==> config.mk <==
export PLATFORM = sky130hd
export DESIGN_NAME = prio_bus_arbiter
export DESIGN_NICKNAME = d
export VERILOG_FILES = /design/src/rtl/arb_pkg.sv /design/src/rtl/arb_level_scan.sv /design/src/rtl/arb_tie_pick.sv /design/src/rtl/arb_preempt_timer.sv /design/src/rtl/prio_bus_arbiter.sv
export SDC_FILE = /design/constraint.sdc
export NUM_CORES = 1
export LEC_CHECK = 0
export ABC_AREA = 1
export BUFFER_PORTS_ARGS = -buffer_cell sky130_fd_sc_hd__buf_2
export CAP_MARGIN = 30
export CORE_UTILIZATION = 30
export CTS_CLUSTER_SIZE = 28
export DETAILED_ROUTE_END_ITERATION = 8
export PLACE_DENSITY = 0.48
export SYNTH_ARGS = -nofsm -noshare
export SYNTH_HDL_FRONTEND = slang
export SYNTH_SLANG_ARGS = --single-unit
==> constraint.sdc <==
create_clock -name clk -period 6.02 [get_ports clk]
set_clock_uncertainty 0.05 [all_clocks]
set_input_delay 0.602 -clock clk [delete_from_list [all_inputs] [get_ports clk]]
set_output_delay 0.602 -clock clk [all_outputs]
set_load 0.05 [all_outputs]
==> src/rtl/arb_pkg.sv <==
package arb_pkg;
  localparam int LVL_W   = 2;
  localparam int NUM_LVL = 1 << LVL_W;
  typedef logic [LVL_W-1:0] lvl_t;
endpackage

==> src/rtl/arb_level_scan.sv <==
// Finds the most urgent level among active requests and marks the
// requesters sitting at that level.
module arb_level_scan
  import arb_pkg::*;
#(
  parameter int NREQ = 4
) (
  input  logic [NREQ-1:0]       req_i,
  input  logic [NREQ*LVL_W-1:0] prio_i,
  output logic                  any_o,
  output lvl_t                  top_lvl_o,
  output logic [NREQ-1:0]       top_mask_o
);
  lvl_t lvl_of [NREQ];

  for (genvar i = 0; i < NREQ; i++) begin : g_lvl
    assign lvl_of[i]     = prio_i[i*LVL_W +: LVL_W];
    assign top_mask_o[i] = req_i[i] && (lvl_of[i] == top_lvl_o);
  end

  always_comb begin
    top_lvl_o = '0;
    for (int i = 0; i < NREQ; i++) begin
      if (req_i[i] && (lvl_of[i] > top_lvl_o)) top_lvl_o = lvl_of[i];
    end
  end

  assign any_o = |req_i;
endmodule

==> src/rtl/arb_tie_pick.sv <==
// Chooses one master from a candidate mask: lowest index, or first at or
// after a rotation pointer with wrap-around.
module arb_tie_pick #(
  parameter int NREQ  = 4,
  parameter int IDX_W = 2
) (
  input  logic [NREQ-1:0]  mask_i,
  input  logic [IDX_W-1:0] ptr_i,
  input  logic             rotate_i,
  output logic             valid_o,
  output logic [IDX_W-1:0] idx_o
);
  int   cand;
  logic found;

  always_comb begin
    found = 1'b0;
    idx_o = '0;
    cand  = 0;
    for (int off = 0; off < NREQ; off++) begin
      cand = off;
      if (rotate_i) begin
        cand = int'(ptr_i) + off;
        if (cand >= NREQ) cand = cand - NREQ;
      end
      if (!found && mask_i[cand]) begin
        found = 1'b1;
        idx_o = IDX_W'(cand);
      end
    end
  end

  assign valid_o = |mask_i;
endmodule

==> src/rtl/arb_preempt_timer.sv <==
// Counts down while more urgent work waits behind an unlocked owner and
// raises a one-cycle terminate when the count runs out.
module arb_preempt_timer
  import arb_pkg::*;
#(
  parameter int NREQ  = 4,
  parameter int IDX_W = 2,
  parameter int TMR_W = 8
) (
  input  logic                  clk,
  input  logic                  rst_n,
  input  logic                  owner_vld_i,
  input  logic [IDX_W-1:0]      owner_idx_i,
  input  lvl_t                  owner_lvl_i,
  input  logic [NREQ-1:0]       req_i,
  input  logic [NREQ*LVL_W-1:0] prio_i,
  input  logic [NREQ-1:0]       lock_i,
  input  logic [TMR_W-1:0]      reload_i,
  input  logic                  restart_i,
  output logic                  term_o
);
  logic [NREQ-1:0]  above_vec;
  logic             above_any;
  logic             owner_locked;
  logic             arm;

  logic             run_q, run_d;
  logic [TMR_W-1:0] cnt_q, cnt_d;
  logic             cnt_en;
  logic             term_q, term_d;

  for (genvar i = 0; i < NREQ; i++) begin : g_above
    assign above_vec[i] = req_i[i] && (prio_i[i*LVL_W +: LVL_W] > owner_lvl_i);
  end

  assign above_any    = owner_vld_i && (|above_vec);
  assign owner_locked = lock_i[owner_idx_i];
  assign arm          = above_any && !owner_locked;

  always_comb begin
    run_d  = run_q;
    cnt_d  = cnt_q;
    cnt_en = 1'b0;
    term_d = 1'b0;
    if (restart_i) begin
      run_d = 1'b0;
    end else if (!arm) begin
      run_d = 1'b0;
    end else if (!run_q) begin
      run_d  = 1'b1;
      cnt_d  = reload_i;
      cnt_en = 1'b1;
    end else if (cnt_q == '0) begin
      run_d  = 1'b0;
      term_d = 1'b1;
    end else begin
      cnt_d  = cnt_q - 1'b1;
      cnt_en = 1'b1;
    end
  end

  always_ff @(posedge clk or negedge rst_n) begin
    if (!rst_n) begin
      run_q  <= 1'b0;
      term_q <= 1'b0;
    end else begin
      run_q  <= run_d;
      term_q <= term_d;
    end
  end

  always_ff @(posedge clk or negedge rst_n) begin
    if (!rst_n) begin
      cnt_q <= '0;
    end else if (cnt_en) begin
      cnt_q <= cnt_d;
    end
  end

  assign term_o = term_q;
endmodule

==> src/rtl/prio_bus_arbiter.sv <==
module prio_bus_arbiter
  import arb_pkg::*;
#(
  parameter int NREQ  = 4,
  parameter int TMR_W = 8
) (
  input  logic                  clk,
  input  logic                  rst_n,
  input  logic [NREQ-1:0]       req_i,
  input  logic [NREQ*LVL_W-1:0] prio_i,
  input  logic [NREQ-1:0]       lock_i,
  input  logic                  xfer_done_i,
  input  logic                  rr_mode_i,
  input  logic [TMR_W-1:0]      preempt_cnt_i,
  output logic [NREQ-1:0]       grant_o,
  output logic                  terminate_o
);
  localparam int IDX_W = (NREQ > 1) ? $clog2(NREQ) : 1;
  localparam logic [IDX_W-1:0] LAST_IDX = IDX_W'(NREQ - 1);

  logic             any_req;
  lvl_t             top_lvl;
  logic [NREQ-1:0]  top_mask;
  logic [IDX_W-1:0] ptr_sel;
  logic             pick_vld;
  logic [IDX_W-1:0] pick_idx;
  logic [IDX_W-1:0] ptr_next;
  logic             term;
  logic             rearb;

  logic             own_vld_q, own_vld_d;
  logic [IDX_W-1:0] own_idx_q, own_idx_d;
  lvl_t             own_lvl_q, own_lvl_d;
  logic [NREQ-1:0]  grant_q, grant_d;
  logic             own_en;

  logic [IDX_W-1:0] rr_ptr_q [NUM_LVL];

  arb_level_scan #(.NREQ(NREQ)) u_scan (
    .req_i      (req_i),
    .prio_i     (prio_i),
    .any_o      (any_req),
    .top_lvl_o  (top_lvl),
    .top_mask_o (top_mask)
  );

  assign ptr_sel = rr_ptr_q[top_lvl];

  arb_tie_pick #(.NREQ(NREQ), .IDX_W(IDX_W)) u_pick (
    .mask_i   (top_mask),
    .ptr_i    (ptr_sel),
    .rotate_i (rr_mode_i),
    .valid_o  (pick_vld),
    .idx_o    (pick_idx)
  );

  arb_preempt_timer #(.NREQ(NREQ), .IDX_W(IDX_W), .TMR_W(TMR_W)) u_timer (
    .clk         (clk),
    .rst_n       (rst_n),
    .owner_vld_i (own_vld_q),
    .owner_idx_i (own_idx_q),
    .owner_lvl_i (own_lvl_q),
    .req_i       (req_i),
    .prio_i      (prio_i),
    .lock_i      (lock_i),
    .reload_i    (preempt_cnt_i),
    .restart_i   (rearb),
    .term_o      (term)
  );

  assign rearb = !own_vld_q || xfer_done_i || term;

  always_comb begin
    own_en    = rearb;
    own_vld_d = own_vld_q;
    own_idx_d = own_idx_q;
    own_lvl_d = own_lvl_q;
    grant_d   = grant_q;
    if (rearb) begin
      own_vld_d = pick_vld && any_req;
      own_idx_d = pick_idx;
      own_lvl_d = top_lvl;
      grant_d   = '0;
      if (pick_vld) grant_d[pick_idx] = 1'b1;
    end
  end

  always_ff @(posedge clk or negedge rst_n) begin
    if (!rst_n) begin
      own_vld_q <= 1'b0;
      own_idx_q <= '0;
      own_lvl_q <= '0;
      grant_q   <= '0;
    end else if (own_en) begin
      own_vld_q <= own_vld_d;
      own_idx_q <= own_idx_d;
      own_lvl_q <= own_lvl_d;
      grant_q   <= grant_d;
    end
  end

  assign ptr_next = (pick_idx == LAST_IDX) ? '0 : pick_idx + 1'b1;

  for (genvar l = 0; l < NUM_LVL; l++) begin : g_ptr
    logic ptr_en;
    assign ptr_en = rearb && pick_vld && (top_lvl == lvl_t'(l));
    always_ff @(posedge clk or negedge rst_n) begin
      if (!rst_n) begin
        rr_ptr_q[l] <= '0;
      end else if (ptr_en) begin
        rr_ptr_q[l] <= ptr_next;
      end
    end
  end

  assign grant_o     = grant_q;
  assign terminate_o = term;
endmodule

; ---- Yosys cells after proc, flatten, opt, wreduce, memory -nomap -nowiden
; Index checks and enable logic that the tools add are counted.
[totals]
elab_cells = 138
reg_bits = 27
[op_classes]
n_bitwise = 2
n_addsub = 9
n_mux = 50
eq_ne = 9
n_reduce_logical = 37
order_cmp = 20
[ops]
columns = cell, n
row1 = $mux 32, 8
row2 = $lt 32x4->1 const B, 4
row3 = $ge 32x4->1 const B, 3
row4 = $sub 32x4->32 const B, 3
row5 = $logic_and 1x1->1, 24
row6 = $mux 2, 11
row7 = $mux 1, 21
row8 = $mux 8, 2
row9 = $gt 2x2->1, 7
row10 = $reduce_or 4->1, 3
row11 = $bmux 1 s2, 5
row12 = $eq 2x2->1, 4
row13 = $logic_not 8->1, 1
row14 = $sub 8x1->8 const B, 1
row15 = $add 2x2->3 const B, 2
row16 = $eq 2x2->1 const B, 3
row17 = $lt 2x3->1 const B, 2
row18 = $logic_not 1->1, 5
row19 = $bmux 2 s2, 1
row20 = $mux 4, 1
row21 = $reduce_and 4->1, 1
row22 = $sub 2x3->4 const B, 1
row23 = $add 2x1->3 const B, 1
row24 = $ge 2x3->1 const B, 1
row25 = 11 further kinds, 12

; ---- Longest topological paths before layout
[logic_depth]
word_depth = 37
depth_mapped = 40

; ---- By module
; Synthesis repeated with hierarchy kept, for this count alone.
[hier_totals]
cells_unflattened = 383
area_unflattened_um2 = 2527.4
[modules_own_cells]
columns = mod, n_inst, seq_area_each_um2, area_per_inst_um2, cells_per_inst
row1 = arb_preempt_timer, 1, 250.2, 965.9, 153
row2 = prio_bus_arbiter, 1, 425.4, 850.8, 99
row3 = arb_level_scan, 1, 0.0, 451.7, 77
row4 = arb_tie_pick, 1, 0.0, 259.0, 54

; ---- Worst setup path before layout
; OpenSTA, ideal clock, no wires.
[synth_timing]
path_kind = input to register
startpoint = input prio_i[1]
endpoint = register grant_q[0] (netlist: grant_o[0])
required_time_ns = 5.849
path_buffers = 0
arrival_time_ns = 4.505
cell_stages = 37
path_slack_ns = 1.345
path_cell_list = o21ai_1 nor2_2 ha_1 a21oi_2 nand2_2 nand2_1 o21ai_2 ha_1 inv_1 nand2_1 a21oi_1 nand2_1 nand2_1 nand2_1 ha_1 nand2_1 nand2_1 nor2_2 inv_1 nand2_2 nand2_4 inv_4 nand2_1 a21oi_1 nand3_1 clkinv_1 nand2_1 nand2_1 nand2_1 nand2_2 nand2_1 nand2_1 nand3_2 nand2_2 inv_1 ha_1 a22o_1
[synth_between]
elab_chain_cells = 37
[synth_rtl]
columns = element, line
row1 = from (decl), prio_bus_arbiter.sv:10  ; input logic [NREQ*LVL_W-1:0] prio_i,
row2 = "parallel branches: the longest is 31 deep, another holds $gt 2x1->1", n/a
row3 = $mux 2 *, arb_tie_pick.sv:26  ; if (!found && mask_i[cand]) begin
row4 = net own_idx_d[0], prio_bus_arbiter.sv:32  ; logic [IDX_W-1:0] own_idx_q, own_idx_d;
row5 = $lt 2x3->1 (not written as such) or $ge 2x1->1 (tied branches), prio_bus_arbiter.sv:84  ; if (pick_vld) grant_d[pick_idx] = 1'b1;
row6 = $logic_and 1x1->1 (not written as such), prio_bus_arbiter.sv:84
row7 = $mux 1 (not written as such), prio_bus_arbiter.sv:84
row8 = $demux 1 s2 *, prio_bus_arbiter.sv:84
row9 = $mux 4 *, prio_bus_arbiter.sv:84
row10 = to (signal assigned), prio_bus_arbiter.sv:98  ; grant_q <= grant_d;
row11 = to (decl), prio_bus_arbiter.sv:34  ; logic [NREQ-1:0] grant_q, grant_d;
; Mark *: on every way through the listed nets, which the timed path passes. The select of a mux whose other input is x is not followed.
; A chain may end at the register's enable or synchronous reset.

; ---- Worst setup path in the final report
; Ends and elaborated chain as after synthesis.

==> results_dict.tcl <==
set metrics [dict create \
    critPathMostFrequentCell "nand2_1" \
    postCtsSetupRepairBufs 0 \
    place.detailed.hpwl_mm 4.75 \
    antenna_left 0 \
    cts_resized 0 \
    io_pins 33 \
    slew_headroom_pct 58.9 \
    yosysUniqueCellTypes 36 \
    cts_inserted_buffers 3 \
    drt_wl_total_mm 5.83 \
    max_freq_mhz 196 \
    diodes 0 \
    dieArea_um2 8310 \
    start_util_pct 30.9 \
    die_y_um 91.2 \
    clk_pin_slew_ns 0.10 \
    final_common_cell "nand2_1" \
    design_area_um2 2720 \
    via_count 2307 \
    fin_cells 488 \
    post_drt_wl_per_cell_um 11.9 \
    period_needed_ns 5.10 \
    fin_crit_sh_pct 84.7 \
    cp_slowest_stage_delay_ns 0.28 \
    drive_gt1_share_pct 18.1 \
    core_area_um2 7730 \
    endpoint_kind "flip-flop" \
    status "finished clean" \
    ys_ff_latch 27 \
    final_nets 433 \
    peakVddDrop_v 0.000158 \
    hold_path_class "in2async" \
    grt_max_degree 28 \
    track_usage_pct 14.9 \
    cts_max_level 1 \
    p_leak_nw 1.49 \
    port_buffers 32 \
    rsz0062_at_grt "false" \
    synth.net_count 397 \
    drc 0 \
    holdBufCountCts 0 \
    fin_tns_setup_ns 0 \
    start_kind "input port" \
    holdWs_ns 0.278 \
    crit_fanout 9 \
    ys_seq_area_share_pct 28.3 \
    clockBufferDepth 2 \
    avgSynthCellArea_um2 6.80 \
    drv_slew 0 \
    syn_to_final_growth_pct 14.1 \
    antenna_found_initial 0 \
    yosysWarnings 0 \
    final_cell_mix "110 x nand2_1, 50 x inv_1, 32 x nand3_1, 32 x buf_2, 27 x dfrtp_1" \
    drt-initial-drc-count 99 \
    grt_overflow 0 \
    async_reset_ff_share_pct 100 \
    dieWidth_um 91.2 \
    pwr_density_cell_nw_per_um2 370 \
    ys.flop_type "dfrtp_1" \
    grt_pass1_vias 2193 \
    post-route-util_pct 35.2 \
    grt_pass1_wl_mm 10.3 \
    row_count 32 \
    worst-slew-pin-transition_ns 0.616 \
    arrival_ns 5.22 \
    synthCells 351 \
    maxCapViolations 0 \
    gp_congestion 0.834 \
    placed_cells 484 \
    setup_viol 0 \
    insertion_delay_ns 0.27 \
    slowest_stage "ha_1" \
    hold_viol 0 \
    synth-edff-count 0 \
    firstDrtPassIters 4 \
    placedInstanceArea_um2 2670 \
    clock-root-buffer "clkbuf_8" \
    clkSinkCount 27 \
    syn_area_um2 2390 \
    cts_tree "built" \
    required_ns 6.14 \
    fillerInstances 848 \
    crit_type "in2reg" \
    viasPerCell 4.73 \
]
[stage by stage]
step                power, mW  setup WS (ns)
floorplan               0.765           1.34
global placement        0.909          0.783
detailed placement      0.911          0.632
CTS                      1.02          0.935
global route             1.12          0.434
finish                   1.01          0.923
[logic make-up (layout without fill, tap and decap cells)]
group	Yosys count	count (layout)	synth area share [%]
buf+inv	57	92	9.07
simple gates	198	198	40.4
fa+ha+maj	18	18	9.44
flops	27	27	28.3
compound gates	51	51	12.8
[cell usage after synthesis, types with 4 or more instances]
master,n,area (um^2)
a22o_1,4,35.0
dfrtp_1,27,676
a21oi_1,13,65.1
nand2_2,11,68.8
nor2_1,14,52.6
nor2_2,4,25.0
nand2_1,110,413
nand3b_1,6,45.0
ha_1,18,225
o21ai_0,18,90.1
nand3_2,6,60.1
inv_1,50,188
nand3_1,32,160
[report_power, final]
part	leakage (nW)	internal, mW	switching, mW
combinational	1.13	0.198	0.397
clock	0.0217	0.0469	0.0582
sequential	0.340	0.255	0.0528
total	1.49	0.500	0.509
[registers in the layout (all words and copies together), names as in the netlist]
register / count
own_lvl_q: 2
own_idx_q: 2
grant_o: 4
u_timer.term_o: 1
rr_ptr_q: 8
u_timer.cnt_q: 8
own_vld_q: 1
u_timer.run_q: 1
[area by class of cell]
type / count / area, um^2 / area share (%)
multi-input combinational: 267 / 1490 / 54.9
timing repair buffer: 33 / 168 / 6.16
clock inverter: 1 / 7.51 / 0.276
tap: 102 / 128 / 4.69
sequential: 27 / 676 / 24.8
clock buffer: 3 / 41.3 / 1.52
inverter: 55 / 209 / 7.67
[worst max-delay path: cells and delay by family]
family | cells | cell delay [ns]
AND/OR/NAND/NOR | 20 | 2.01
AO/OA/AOI/OAI | 6 | 1.04
buffers and inverters | 5 | 0.54
adder cells (fa/ha/maj) | 4 | 1.01
[final timing paths]
kind                                  start          endpoint  slack (ns)  cells past startpoint
max in group asynchronous             rst_n       rr_ptr_q[4]        5.24                      1
max reg2reg                u_timer.cnt_q[0]  u_timer.cnt_q[0]        3.70                     10
min                                   rst_n  u_timer.cnt_q[0]        0.28                      1
min reg2reg                     rr_ptr_q[1]       rr_ptr_q[1]        0.44                      2
max                               prio_i[1]        grant_o[0]        0.92                     35
min in group clk                rr_ptr_q[1]       rr_ptr_q[1]        0.44                      2
[layer usage]
layer  up-vias  wire, um  track usage, %
met3         2       161            1.34
met5         -         0               0
met4         0        23            2.51
met1      1062      2910            19.6
li1       1215         -               -
met2        28      2730            26.7
Power figures use the tool's default switching activity.
